===== config.mk =====
export PLATFORM = sky130hd
export DESIGN_NAME = dz_lock_gate
export DESIGN_NICKNAME = d
export VERILOG_FILES = /design/src/rtl/dz_pkg.sv /design/src/rtl/dz_lock_detect.sv /design/src/rtl/dz_lo_gate.sv /design/src/rtl/dz_sticky_flag.sv /design/src/rtl/dz_lock_gate.sv
export SDC_FILE = /design/constraint.sdc
export NUM_CORES = 1
export LEC_CHECK = 0
export ABC_AREA = 0
export ABC_CLOCK_PERIOD_IN_PS = 1100
export BUFFER_PORTS_ARGS = -buffer_cell sky130_fd_sc_hd__buf_2
export CORE_AREA = 2 2 39 41
export DETAILED_ROUTE_END_ITERATION = 6
export DIE_AREA = 0 0 41 43
export PLACE_DENSITY = 0.55
export SLEW_MARGIN = 5
export SYNTH_ARGS = -nofsm -noshare
export SYNTH_HDL_FRONTEND = slang
export SYNTH_HIERARCHICAL = 1
export SYNTH_SLANG_ARGS = --single-unit

===== constraint.sdc =====
create_clock -name clk -period 1.1 [get_ports clk]
set_input_delay 0.055 -clock clk [delete_from_list [all_inputs] [get_ports clk]]
set_output_delay 0.055 -clock clk [all_outputs]
set_load 0.02 [all_outputs]

===== src/rtl/dz_pkg.sv =====
package dz_pkg;
   localparam int MIN_CODE_W = 3;

   typedef struct packed {
      logic hi;
      logic lo;
   } sat_pair_t;
endpackage


===== src/rtl/dz_lock_detect.sv =====
module dz_lock_detect #(
   parameter int CODE_W = 8
) (
   input  logic              clk,
   input  logic              rst_n,
   input  logic [CODE_W-1:0] code_i,
   input  logic              stb_i,
   output logic              at_zero_o,
   output logic              in_lock_o
);
   localparam logic [CODE_W-1:0] ZERO_CODE = {1'b1, {(CODE_W-2){1'b0}}, 1'b1};

   logic lock_q;

   assign at_zero_o = (code_i == ZERO_CODE);

   always_ff @(posedge clk) begin
      if (!rst_n)     lock_q <= 1'b0;
      else if (stb_i) lock_q <= at_zero_o;
   end

   assign in_lock_o = lock_q;

   AST_LOCK_HOLDS: assert property (@(posedge clk) disable iff (!rst_n)
      !stb_i |=> $stable(lock_q));
   AST_LOCK_TRACKS: assert property (@(posedge clk) disable iff (!rst_n)
      stb_i |=> (lock_q == $past(code_i == ZERO_CODE)));
endmodule


===== src/rtl/dz_lo_gate.sv =====
module dz_lo_gate (
   input  logic clk,
   input  logic rst_n,
   input  logic lo_i,
   input  logic en_i,
   input  logic lock_i,
   output logic lo_o
);
   logic lo_q;

   always_ff @(posedge clk) begin
      if (!rst_n) lo_q <= 1'b0;
      else        lo_q <= lo_i & en_i & lock_i;
   end

   assign lo_o = lo_q;

   AST_GATE_NEEDS_LOCK: assert property (@(posedge clk) disable iff (!rst_n)
      !lock_i |=> !lo_q);
   AST_GATE_NEEDS_EN: assert property (@(posedge clk) disable iff (!rst_n)
      !en_i |=> !lo_q);
endmodule


===== src/rtl/dz_sticky_flag.sv =====
module dz_sticky_flag (
   input  logic clk,
   input  logic rst_n,
   input  logic set_i,
   input  logic clr_i,
   output logic flag_o
);
   logic flag_q;

   always_ff @(posedge clk) begin
      if (!rst_n)     flag_q <= 1'b0;
      else if (set_i) flag_q <= 1'b1;
      else if (clr_i) flag_q <= 1'b0;
   end

   assign flag_o = flag_q;

   AST_EVENT_WINS: assert property (@(posedge clk) disable iff (!rst_n)
      set_i |=> flag_q);
   AST_FLAG_STICKS: assert property (@(posedge clk) disable iff (!rst_n)
      (flag_q && !clr_i) |=> flag_q);
   AST_CLEAR_DROPS: assert property (@(posedge clk) disable iff (!rst_n)
      (clr_i && !set_i) |=> !flag_q);
endmodule


===== src/rtl/dz_lock_gate.sv =====
module dz_lock_gate #(
   parameter int CODE_W  = 8,
   parameter bit SLIP_EN = 1'b1
) (
   input  logic              clk,
   input  logic              rst_n,
   input  logic [CODE_W-1:0] code_i,
   input  logic              latch_stb_i,
   input  logic              lo_quad_i,
   input  logic              analog_en_i,
   input  logic              sat_hi_i,
   input  logic              sat_lo_i,
   input  logic              flag_clr_i,
   output logic              lo_gated_o,
   output logic              in_lock_o,
   output logic              sat_hi_o,
   output logic              sat_lo_o,
   output logic              sat_sticky_o,
   output logic              slip_sticky_o
);
   import dz_pkg::*;

   initial begin
      if (CODE_W < MIN_CODE_W)
         $error("dz_lock_gate: CODE_W must be at least %0d", MIN_CODE_W);
   end

   logic      at_zero;
   logic      lock;
   sat_pair_t sat_q;

   dz_lock_detect #(.CODE_W(CODE_W)) u_detect (
      .clk       (clk),
      .rst_n     (rst_n),
      .code_i    (code_i),
      .stb_i     (latch_stb_i),
      .at_zero_o (at_zero),
      .in_lock_o (lock)
   );

   dz_lo_gate u_gate (
      .clk    (clk),
      .rst_n  (rst_n),
      .lo_i   (lo_quad_i),
      .en_i   (analog_en_i),
      .lock_i (lock),
      .lo_o   (lo_gated_o)
   );

   always_ff @(posedge clk) begin
      if (!rst_n) sat_q <= '0;
      else        sat_q <= '{hi: sat_hi_i, lo: sat_lo_i};
   end

   dz_sticky_flag u_sat_flag (
      .clk    (clk),
      .rst_n  (rst_n),
      .set_i  (sat_hi_i | sat_lo_i),
      .clr_i  (flag_clr_i),
      .flag_o (sat_sticky_o)
   );

   generate
      if (SLIP_EN) begin : g_slip
         dz_sticky_flag u_slip_flag (
            .clk    (clk),
            .rst_n  (rst_n),
            .set_i  (latch_stb_i & lock & ~at_zero),
            .clr_i  (flag_clr_i),
            .flag_o (slip_sticky_o)
         );
      end else begin : g_no_slip
         assign slip_sticky_o = 1'b0;
      end
   endgenerate

   assign in_lock_o = lock;
   assign sat_hi_o  = sat_q.hi;
   assign sat_lo_o  = sat_q.lo;

   AST_SAT_DELAY: assert property (@(posedge clk) disable iff (!rst_n)
      1'b1 |=> (sat_hi_o == $past(sat_hi_i)) && (sat_lo_o == $past(sat_lo_i)));
   AST_SAT_SETS: assert property (@(posedge clk) disable iff (!rst_n)
      (sat_hi_i || sat_lo_i) |=> sat_sticky_o);
endmodule


==> results.sh, run 1 <==
export IMPL_grt_util_met3=0.05236
export IMPL_synth_top_cell_area_share=0.4683
export IMPL_synthCells=20
export IMPL_synth_cell_area_um2=256.5
export IMPL_maxCapViolCount=0
export IMPL_dieArea_um2=1763
export IMPL_critPathLaunchType="primary input"
export IMPL_final_fill_count=153
export IMPL_power_density_nw_per_um2=1207
export IMPL_synth_seq_area_share=0.4683
export IMPL_layout_cells_most_common_list="sky130_fd_sc_hd__buf_2, sky130_fd_sc_hd__dfxtp_1, sky130_fd_sc_hd__clkbuf_4"
export IMPL_clk_pin_slew_ns=0.04
export IMPL_timing_final_setup_violations=0
export IMPL_max_vdd_ir_drop_uv=269.0
export IMPL_timing_clock_skew_ns=0.0004304
export IMPL_crit_buf_inv=1
export IMPL_ff2ff_path_depth=2
export IMPL_global_route_usage_met2=0.09688
export IMPL_timing_hold_worst_endpoint="sat_hi_o"
export IMPL_finalWirelength_um=604
export IMPL_worstReg2RegEnd="u_detect/in_lock_o"
export IMPL_cp_max_fo=2
export IMPL_io_pins=22
export IMPL_fmax_mhz=1164
export IMPL_path_class_of_the_lowest_slack_min_delay_path="in2reg"
export IMPL_clock_insertion_delay_worst_skew_ns=0.24
export IMPL_slew_viol_final=0
export IMPL_wire_length_of_the_first_global_routing_pass_um=910
export IMPL_synthesis_area_per_instance_um2=12.82
export IMPL_grt_pass1_vias=245
export IMPL_critical_path_class="in2reg"
export IMPL_drt_pass1_iterations=1
export IMPL_globalRouteMet1Util=0.09615
export IMPL_placeableCoreArea_um2=1384
export IMPL_min_path_cells=2
export IMPL_timing_slew_headroom=0.8182
export IMPL_synth_lib_cells_used_distinct=10
export IMPL_worst_setup_path_startpoint="code_i[1]"
export IMPL_grt_start_max_net_pins=8
export IMPL_finish_net_count=62
export IMPL_worst_slew_pin_transition_ns=0.2720
export IMPL_worstHoldStart="sat_hi_i"
export IMPL_grt_antenna_before_repair=0
export IMPL_synth_net_count=36
export IMPL_dr_total_vias=244
export IMPL_die_height_um=43
export IMPL_grt_most_used_layer="met4"
export IMPL_tritoncts="yes"
export IMPL_critical_path_reg2reg_startpoint="u_detect/in_lock_o"
export IMPL_clock_tree_htree_level_count=1
export IMPL_detailedRoute_firstIterationViolations=0
export IMPL_post_synth_main_area_contributors="sky130_fd_sc_hd__dfxtp_1, sky130_fd_sc_hd__nor4b_2, sky130_fd_sc_hd__nor2b_4, sky130_fd_sc_hd__and3b_1, sky130_fd_sc_hd__and2_2"
export IMPL_hold_viol_final=0
export IMPL_worstPathArrival_ns=0.99
export IMPL_cts_root_buf="sky130_fd_sc_hd__clkbuf_4"
export IMPL_track_usage=0.08626
export IMPL_clkSinkCount=6
export IMPL_gpl_final_weighted_congestion=0.6461
export IMPL_cts_root_to_sink_buffers=2
export IMPL_final_period_minus_worst_setup_slack_ns=0.8589
export IMPL_most_common_cell_after_layout_fill_and_taps_aside="sky130_fd_sc_hd__buf_2"
export IMPL_run_status="finished clean"
export IMPL_cp_slowest_stage_delay_ns=0.32
export IMPL_n_antenna_cell=0
export IMPL_cts_buffers=3
export IMPL_critPathCaptureType="flop"
export IMPL_synth_warning_count=6
export IMPL_crit_path_top_delay_cell="sky130_fd_sc_hd__nor4b_2"
export IMPL_final_layout_size_suffix_gt1_frac=0.6818
export IMPL_final_cell_area_um2=404.1
export IMPL_post_cts_setup_buffers=0
export IMPL_synth_area_leader_cell="sky130_fd_sc_hd__dfxtp_1"
export IMPL_grt_overflow=0
export IMPL_remaining_drc_errors=0
export IMPL_worst_ep_required_time_ns=1.23
export IMPL_timing_critical_path_cells="buf_2 > nor4b_2 > and2_2 > and3b_1 > o21a_1"
export IMPL_dp_slack_ns=-0.00007205
export IMPL_detailed_place_area_um2=381.6
export IMPL_yosys_register_bits=6
export IMPL_areaGrowthSynthToFinish_pct=57.56
export IMPL_final_critical_path_share_of_the_clock_period=0.7808
export IMPL_route_detailed_vias_per_inst=4.067
export IMPL_chipWidth_um=41
export IMPL_reg2reg_slack_ns=0.29
export IMPL_initial_utilization=0.1854
export IMPL_antenna_left=0
export IMPL_total_leakage_power_uw=0.0002106
export IMPL_total_chip_power_uw=487.9
export IMPL_wire_per_inst_um=10.07
export IMPL_postCtsResizedCells=0
export IMPL_rows=14
export IMPL_ctsHoldBuffers=0
export IMPL_setup_repair_after_global_routing_missed_its_margin="no"
export IMPL_cpLargestDelayFamily="simple AND/OR/NAND/NOR gates"
export IMPL_port_buffers=21
export IMPL_final_util=0.2920
export IMPL_final_critical_path_setup_slack_ns=0.2411
stage by stage:
step	hold slack, ns	setup TNS, ns	instances
final	0.03699	0	60
after global routing	0.03155	0	60
after CTS	0.02008	0	60
after detailed placement	0.2707	-0.00007205	57
after global placement	0.2770	0	57
after floorplan	0.1725	0	20
registers in the layout (all words and copies together), names as in the netlist:
signal,cells
g_slip.u_slip_flag/flag_o,1
sat_lo_o,1
sat_hi_o,1
u_detect/in_lock_o,1
u_gate/lo_o,1
u_sat_flag/flag_o,1
worst max path at each step:
stage                                     end  slack, ns  cells after the start
CTS                 g_slip.u_slip_flag/flag_o       0.27                      5
global placement    g_slip.u_slip_flag/flag_o      0.009                      5
global route        g_slip.u_slip_flag/flag_o       0.22                      5
finish              g_slip.u_slip_flag/flag_o       0.24                      5
floorplan           g_slip.u_slip_flag/flag_o       0.18                      4
detailed placement  g_slip.u_slip_flag/flag_o   -0.00007                      5
cells in the mapped netlist:
master and number:
sky130_fd_sc_hd__and2_2 2, sky130_fd_sc_hd__and4_1 1, sky130_fd_sc_hd__o21a_1 2, sky130_fd_sc_hd__dfxtp_1 6, sky130_fd_sc_hd__and3b_1 2, sky130_fd_sc_hd__nor2b_4 2
sky130_fd_sc_hd__and2_1 1, sky130_fd_sc_hd__a41o_1 1, sky130_fd_sc_hd__or2_1 1, sky130_fd_sc_hd__nor4b_2 2
kinds of logic after synthesis:
family,synth area share
AO/OA/AOI/OAI,0.09755
flip-flops,0.4683
AND/OR/NAND/NOR,0.4342
layout make-up:
class | count | area (um^2) | share of cell area
clock buffer | 3 | 22.52 | 0.05573
multi-input combinational | 14 | 136.4 | 0.3375
sequential | 6 | 120.1 | 0.2972
tap | 16 | 20.02 | 0.04954
timing repair buffer | 21 | 105.1 | 0.2601
report_power, final:
part           switching, uW  leakage [uW]  internal, uW  total, uW
clock                   74.9     0.0000138           123        198
combinational           28.7      0.000148          34.7       63.4
sequential              1.75     0.0000492           225        227
total                    105      0.000211           383        488
per-layer routing:
| metal | vias up | part of all wire |
|---|---|---|
| li1 | 122 | - |
| met1 | 98 | 0.46 |
| met3 | 2 | 0.14 |
| met4 | 0 | 0.022 |
| met5 | - | 0 |
| met2 | 22 | 0.38 |
Note: power is estimated with default switching activity, not from simulation.
==> run 2: changes to the inputs <==
Settings changed: ABC_CLOCK_PERIOD_IN_PS 1100 to 900.
Clock period 1.1 ns to 0.9 ns, I/O delays scaled along.
==> results.sh, run 2 (synthesized netlist as in run 1, its figures left out) <==
export IMPL_clock_tree_htree_level_count=1
export IMPL_max_vdd_ir_drop_uv=524.8
export IMPL_finish_net_count=62
export IMPL_remaining_drc_errors=0
export IMPL_worstPathArrival_ns=0.77
export IMPL_power_density_nw_per_um2=1409
export IMPL_final_layout_size_suffix_gt1_frac=0.6818
export IMPL_wire_length_of_the_first_global_routing_pass_um=890
export IMPL_cts_root_to_sink_buffers=2
export IMPL_post_cts_setup_buffers=0
export IMPL_reg2reg_slack_ns=0.09
export IMPL_hold_viol_final=0
export IMPL_tritoncts="yes"
export IMPL_dp_slack_ns=-0.1507
export IMPL_io_pins=22
export IMPL_min_path_cells=2
export IMPL_initial_utilization=0.1854
export IMPL_cpLargestDelayFamily="flip-flops"
export IMPL_drt_pass1_iterations=1
export IMPL_timing_final_setup_violations=0
export IMPL_critical_path_class="reg2out"
export IMPL_detailedRoute_firstIterationViolations=0
export IMPL_final_critical_path_share_of_the_clock_period=0.9091
export IMPL_wire_per_inst_um=9.417
export IMPL_placedCellCount=57
export IMPL_finalWirelength_um=565
export IMPL_fmax_mhz=1222
export IMPL_chipWidth_um=41
export IMPL_grt_start_max_net_pins=8
export IMPL_path_class_of_the_lowest_slack_min_delay_path="in2reg"
export IMPL_clock_insertion_delay_worst_skew_ns=0.24
export IMPL_final_fill_count=154
export IMPL_crit_path_top_delay_cell="sky130_fd_sc_hd__dfxtp_1"
export IMPL_clkSinkCount=6
export IMPL_postCtsResizedCells=0
export IMPL_grt_overflow=0
export IMPL_clk_pin_slew_ns=0.04
export IMPL_multi_input_area_um2=155.1
export IMPL_timing_clock_skew_ns=0.003489
export IMPL_antenna_left=0
export IMPL_gpl_final_weighted_congestion=0.5773
export IMPL_worstReg2RegEnd="u_detect/in_lock_o"
export IMPL_worst_ep_required_time_ns=0.85
export IMPL_timing_hold_worst_endpoint="sat_lo_o"
export IMPL_areaGrowthSynthToFinish_pct=64.88
export IMPL_route_detailed_vias_per_inst=4.050
export IMPL_setup_repair_after_global_routing_missed_its_margin="no"
export IMPL_n_antenna_cell=0
export IMPL_track_usage=0.08032
export IMPL_cp_slowest_stage_delay_ns=0.36
export IMPL_cts_buffers=3
export IMPL_cts_root_buf="sky130_fd_sc_hd__clkbuf_4"
export IMPL_ff_latch_area_um2=120.1
export IMPL_timing_slew_headroom=0.8594
export IMPL_slew_viol_final=0
export IMPL_worstHoldStart="sat_lo_i"
export IMPL_rows=14
export IMPL_total_leakage_power_uw=0.0002219
export IMPL_critPathCaptureType="output pin"
export IMPL_dr_total_vias=243
export IMPL_crit_buf_inv=1
export IMPL_critical_path_reg2reg_startpoint="u_detect/in_lock_o"
export IMPL_timing_critical_path_cells="buf_2"
export IMPL_number_of_cells_in_the_finished_layout_apart_from_fillers=60
export IMPL_maxCapViolCount=0
export IMPL_ff2ff_path_depth=2
export IMPL_port_buffers=21
export IMPL_final_critical_path_setup_slack_ns=0.08178
export IMPL_placeableCoreArea_um2=1384
export IMPL_most_common_cell_after_layout_fill_and_taps_aside="sky130_fd_sc_hd__buf_2"
export IMPL_run_status="finished clean"
export IMPL_final_period_minus_worst_setup_slack_ns=0.8182
export IMPL_grt_pass1_vias=257
export IMPL_layout_cells_most_common_list="sky130_fd_sc_hd__buf_2, sky130_fd_sc_hd__dfxtp_1, sky130_fd_sc_hd__clkbuf_4"
export IMPL_critPathLaunchType="flop"
export IMPL_detailed_place_hpwl_um=497.8
export IMPL_grt_antenna_before_repair=0
export IMPL_dieArea_um2=1763
export IMPL_worst_slew_pin_transition_ns=0.2100
export IMPL_ctsHoldBuffers=0
export IMPL_die_height_um=43
export IMPL_cp_max_fo=4
run 2: worst max-delay path by stage:
stage / startpoint / to / cells past startpoint
3_3_place_gp: code_i[5] / g_slip.u_slip_flag/flag_o / 5
5_1_grt: u_detect/in_lock_o / in_lock_o / 1
6_report: u_detect/in_lock_o / in_lock_o / 1
4_1_cts: u_detect/in_lock_o / in_lock_o / 1
3_5_place_dp: code_i[5] / g_slip.u_slip_flag/flag_o / 5
2_1_floorplan: code_i[5] / g_slip.u_slip_flag/flag_o / 4
run 2: metrics by stage:
| step | utilization | setup TNS, ns | total power (uW) | area, um^2 | hold slack (ns) |
|---|---|---|---|---|---|
| after global placement | 0.2893 | -0.1401 | 369.2 | 400.4 | 0.2664 |
| after CTS | 0.3056 | 0 | 611.5 | 422.9 | 0.03347 |
| after detailed placement | 0.2893 | -0.1507 | 369.5 | 400.4 | 0.2805 |
| after global routing | 0.3056 | 0 | 635.9 | 422.9 | 0.03311 |
| after floorplan | - | 0 | 314.0 | 275.3 | 0.1625 |
| final | 0.3056 | 0 | 595.9 | 422.9 | 0.03799 |
run 2: power breakdown:
part           switching [uW]  internal [uW]
Clock                    82.3            150
Combinational            39.8           46.3
Sequential               2.59            275
Total                     125            471
run 2: final cells by class:
type	instances	area share
multi-input cells	14	0.3669
clock buffers	3	0.05325
repair buffers	21	0.2485
well taps	16	0.04734
flip-flops and latches	6	0.2840
run 2: metal layers:
| layer | up-vias | GRT usage | wire length [um] |
|---|---|---|---|
| li1 | 122 | - | - |
| met1 | 99 | 0.07395 | 224 |
| met2 | 22 | 0.1188 | 226 |
| met3 | 0 | 0.05236 | 114 |
| met4 | 0 | 0.06000 | 0 |
| met5 | - | 0 | 0 |
run 2: worst register-to-register path, delay by kind of cell, from the launching register on:
family,cells,cell delay (ns)
AOI/OAI and AO/OA,1,0.20
DFF,1,0.32
and+or+nand+nor,1,0.18
==> run 3: changes to the inputs <==
Settings changed: CELL_PAD_IN_SITES_DETAIL_PLACEMENT from default to 1, CELL_PAD_IN_SITES_GLOBAL_PLACEMENT from default to 1, PLACE_DENSITY 0.55 to 0.61.
==> results.sh, run 3 (synthesized netlist as in run 1, its figures left out) <==
export IMPL_run_status="finished clean"
export IMPL_power_frac_comb=0.145
export IMPL_clock_tree_htree_level_count=1
export IMPL_internal_power_uw=471.5
export IMPL_n_antenna_cell=0
export IMPL_timing_slew_headroom=0.8566
export IMPL_path_class_of_the_lowest_slack_min_delay_path="in2reg"
export IMPL_max_vdd_ir_drop_uv=509.4
export IMPL_rows=14
export IMPL_finish_net_count=62
export IMPL_critPathLaunchType="flop"
export IMPL_worstHoldStart="sat_hi_i"
export IMPL_route_detailed_vias_per_inst=4.117
export IMPL_placeableCoreArea_um2=1384
export IMPL_wire_length_of_the_first_global_routing_pass_um=959
export IMPL_wire_per_inst_um=11.03
export IMPL_tritoncts="yes"
export IMPL_timing_final_setup_violations=0
export IMPL_antenna_left=0
export IMPL_cts_buffers=3
export IMPL_grt_start_max_net_pins=8
export IMPL_detailedRoute_firstIterationViolations=2
export IMPL_cts_root_buf="sky130_fd_sc_hd__clkbuf_4"
export IMPL_worst_ep_required_time_ns=1.02
export IMPL_worst_setup_path_startpoint="u_detect/in_lock_o"
export IMPL_worstPathArrival_ns=0.95
export IMPL_maxCapViolCount=0
export IMPL_areaGrowthSynthToFinish_pct=64.88
export IMPL_most_common_cell_after_layout_fill_and_taps_aside="sky130_fd_sc_hd__buf_2"
export IMPL_power_density_nw_per_um2=1427
export IMPL_port_buffers=21
export IMPL_dr_total_vias=247
export IMPL_slew_viol_final=0
export IMPL_timing_clock_skew_ns=0.002027
export IMPL_placedCellCount=57
export IMPL_gpl_final_weighted_congestion=0.5598
export IMPL_hold_viol_final=0
export IMPL_fmax_mhz=1208
export IMPL_final_critical_path_share_of_the_clock_period=0.9197
export IMPL_clkSinkCount=6
export IMPL_number_of_cells_in_the_finished_layout_apart_from_fillers=60
export IMPL_setup_repair_after_global_routing_missed_its_margin="no"
export IMPL_io_pins=22
export IMPL_final_layout_size_suffix_gt1_frac=0.6818
export IMPL_cts_root_to_sink_buffers=2
export IMPL_critical_path_class="reg2reg"
export IMPL_ctsHoldBuffers=0
export IMPL_netSwitchingPower_uw=132.2
export IMPL_final_period_minus_worst_setup_slack_ns=0.8277
export IMPL_p_clk_frac=0.395
export IMPL_layout_cells_most_common_list="sky130_fd_sc_hd__buf_2, sky130_fd_sc_hd__dfxtp_1, sky130_fd_sc_hd__clkbuf_4"
export IMPL_cp_max_fo=4
export IMPL_grt_overflow=0
export IMPL_remaining_drc_errors=0
export IMPL_reg2reg_slack_ns=0.07
export IMPL_critical_path_reg2reg_startpoint="u_detect/in_lock_o"
export IMPL_clk_pin_slew_ns=0.04
export IMPL_critPathCaptureType="flop"
export IMPL_worst_slew_pin_transition_ns=0.2142
export IMPL_initial_utilization=0.1854
export IMPL_track_usage=0.08442
export IMPL_grt_antenna_before_repair=0
export IMPL_chipWidth_um=41
export IMPL_dieArea_um2=1763
export IMPL_pwr_share_seq=0.459
export IMPL_grt_pass1_vias=265
export IMPL_drt_pass1_iterations=3
export IMPL_finalHoldWorstSlack_ns=0.03341
export IMPL_clock_insertion_delay_worst_skew_ns=0.24
export IMPL_switching_share=0.2190
export IMPL_total_leakage_power_uw=0.0002219
export IMPL_post_cts_setup_buffers=0
export IMPL_postCtsResizedCells=0
export IMPL_die_height_um=43
export IMPL_finalWirelength_um=662
[run 3: final timing paths]
kind,end,depth (start not counted)
worst min-delay path,sat_hi_o,2
worst max-delay path,u_detect/in_lock_o,2
worst max register to register,u_detect/in_lock_o,2
worst min register to register,u_gate/lo_o,1
[run 3: final cells by class]
cell class	count	area [um^2]
sequential	6	120.1
timing repair buffer	21	105.1
clock buffer	3	22.52
multi-input combinational	14	155.1
tap	16	20.02
fill	170	960.9
[run 3: per-stage QoR]
stage	TNS, ns	cell area [um^2]	total power, uW	utilization	setup WS [ns]
after CTS	0	422.9	625.8	0.3056	0.05936
after global placement	-0.1519	400.4	368.9	0.2893	-0.1519
after detailed placement	-0.1508	400.4	371.1	0.2893	-0.1508
final	0	422.9	603.7	0.3056	0.07227
after global routing	0	422.9	636.6	0.3056	0.03737
after floorplan	0	275.3	314.0	-	0.01289
[run 3: power groups by stage]
stage | clock [uW] | combinational [uW] | sequential, uW
floorplan | 0 | 21.5 | 293
global placement | 0 | 87.4 | 282
detailed placement | 0 | 88.9 | 282
CTS | 260 | 89.1 | 277
global route | 263 | 96.0 | 278
finish | 239 | 87.7 | 277
[run 3: metal layers]
layer,share of wire,track usage
met1,0.44,0.1000
met2,0.40,0.1188
met3,0.16,0.04712
met4,0,0.04000
met5,0,0
[run 3: worst max-delay path: stages (launching register included)]
cell and delay, ns:
sky130_fd_sc_hd__dfxtp_1 0.32, sky130_fd_sc_hd__and3b_1 0.19, sky130_fd_sc_hd__a41o_1 0.20
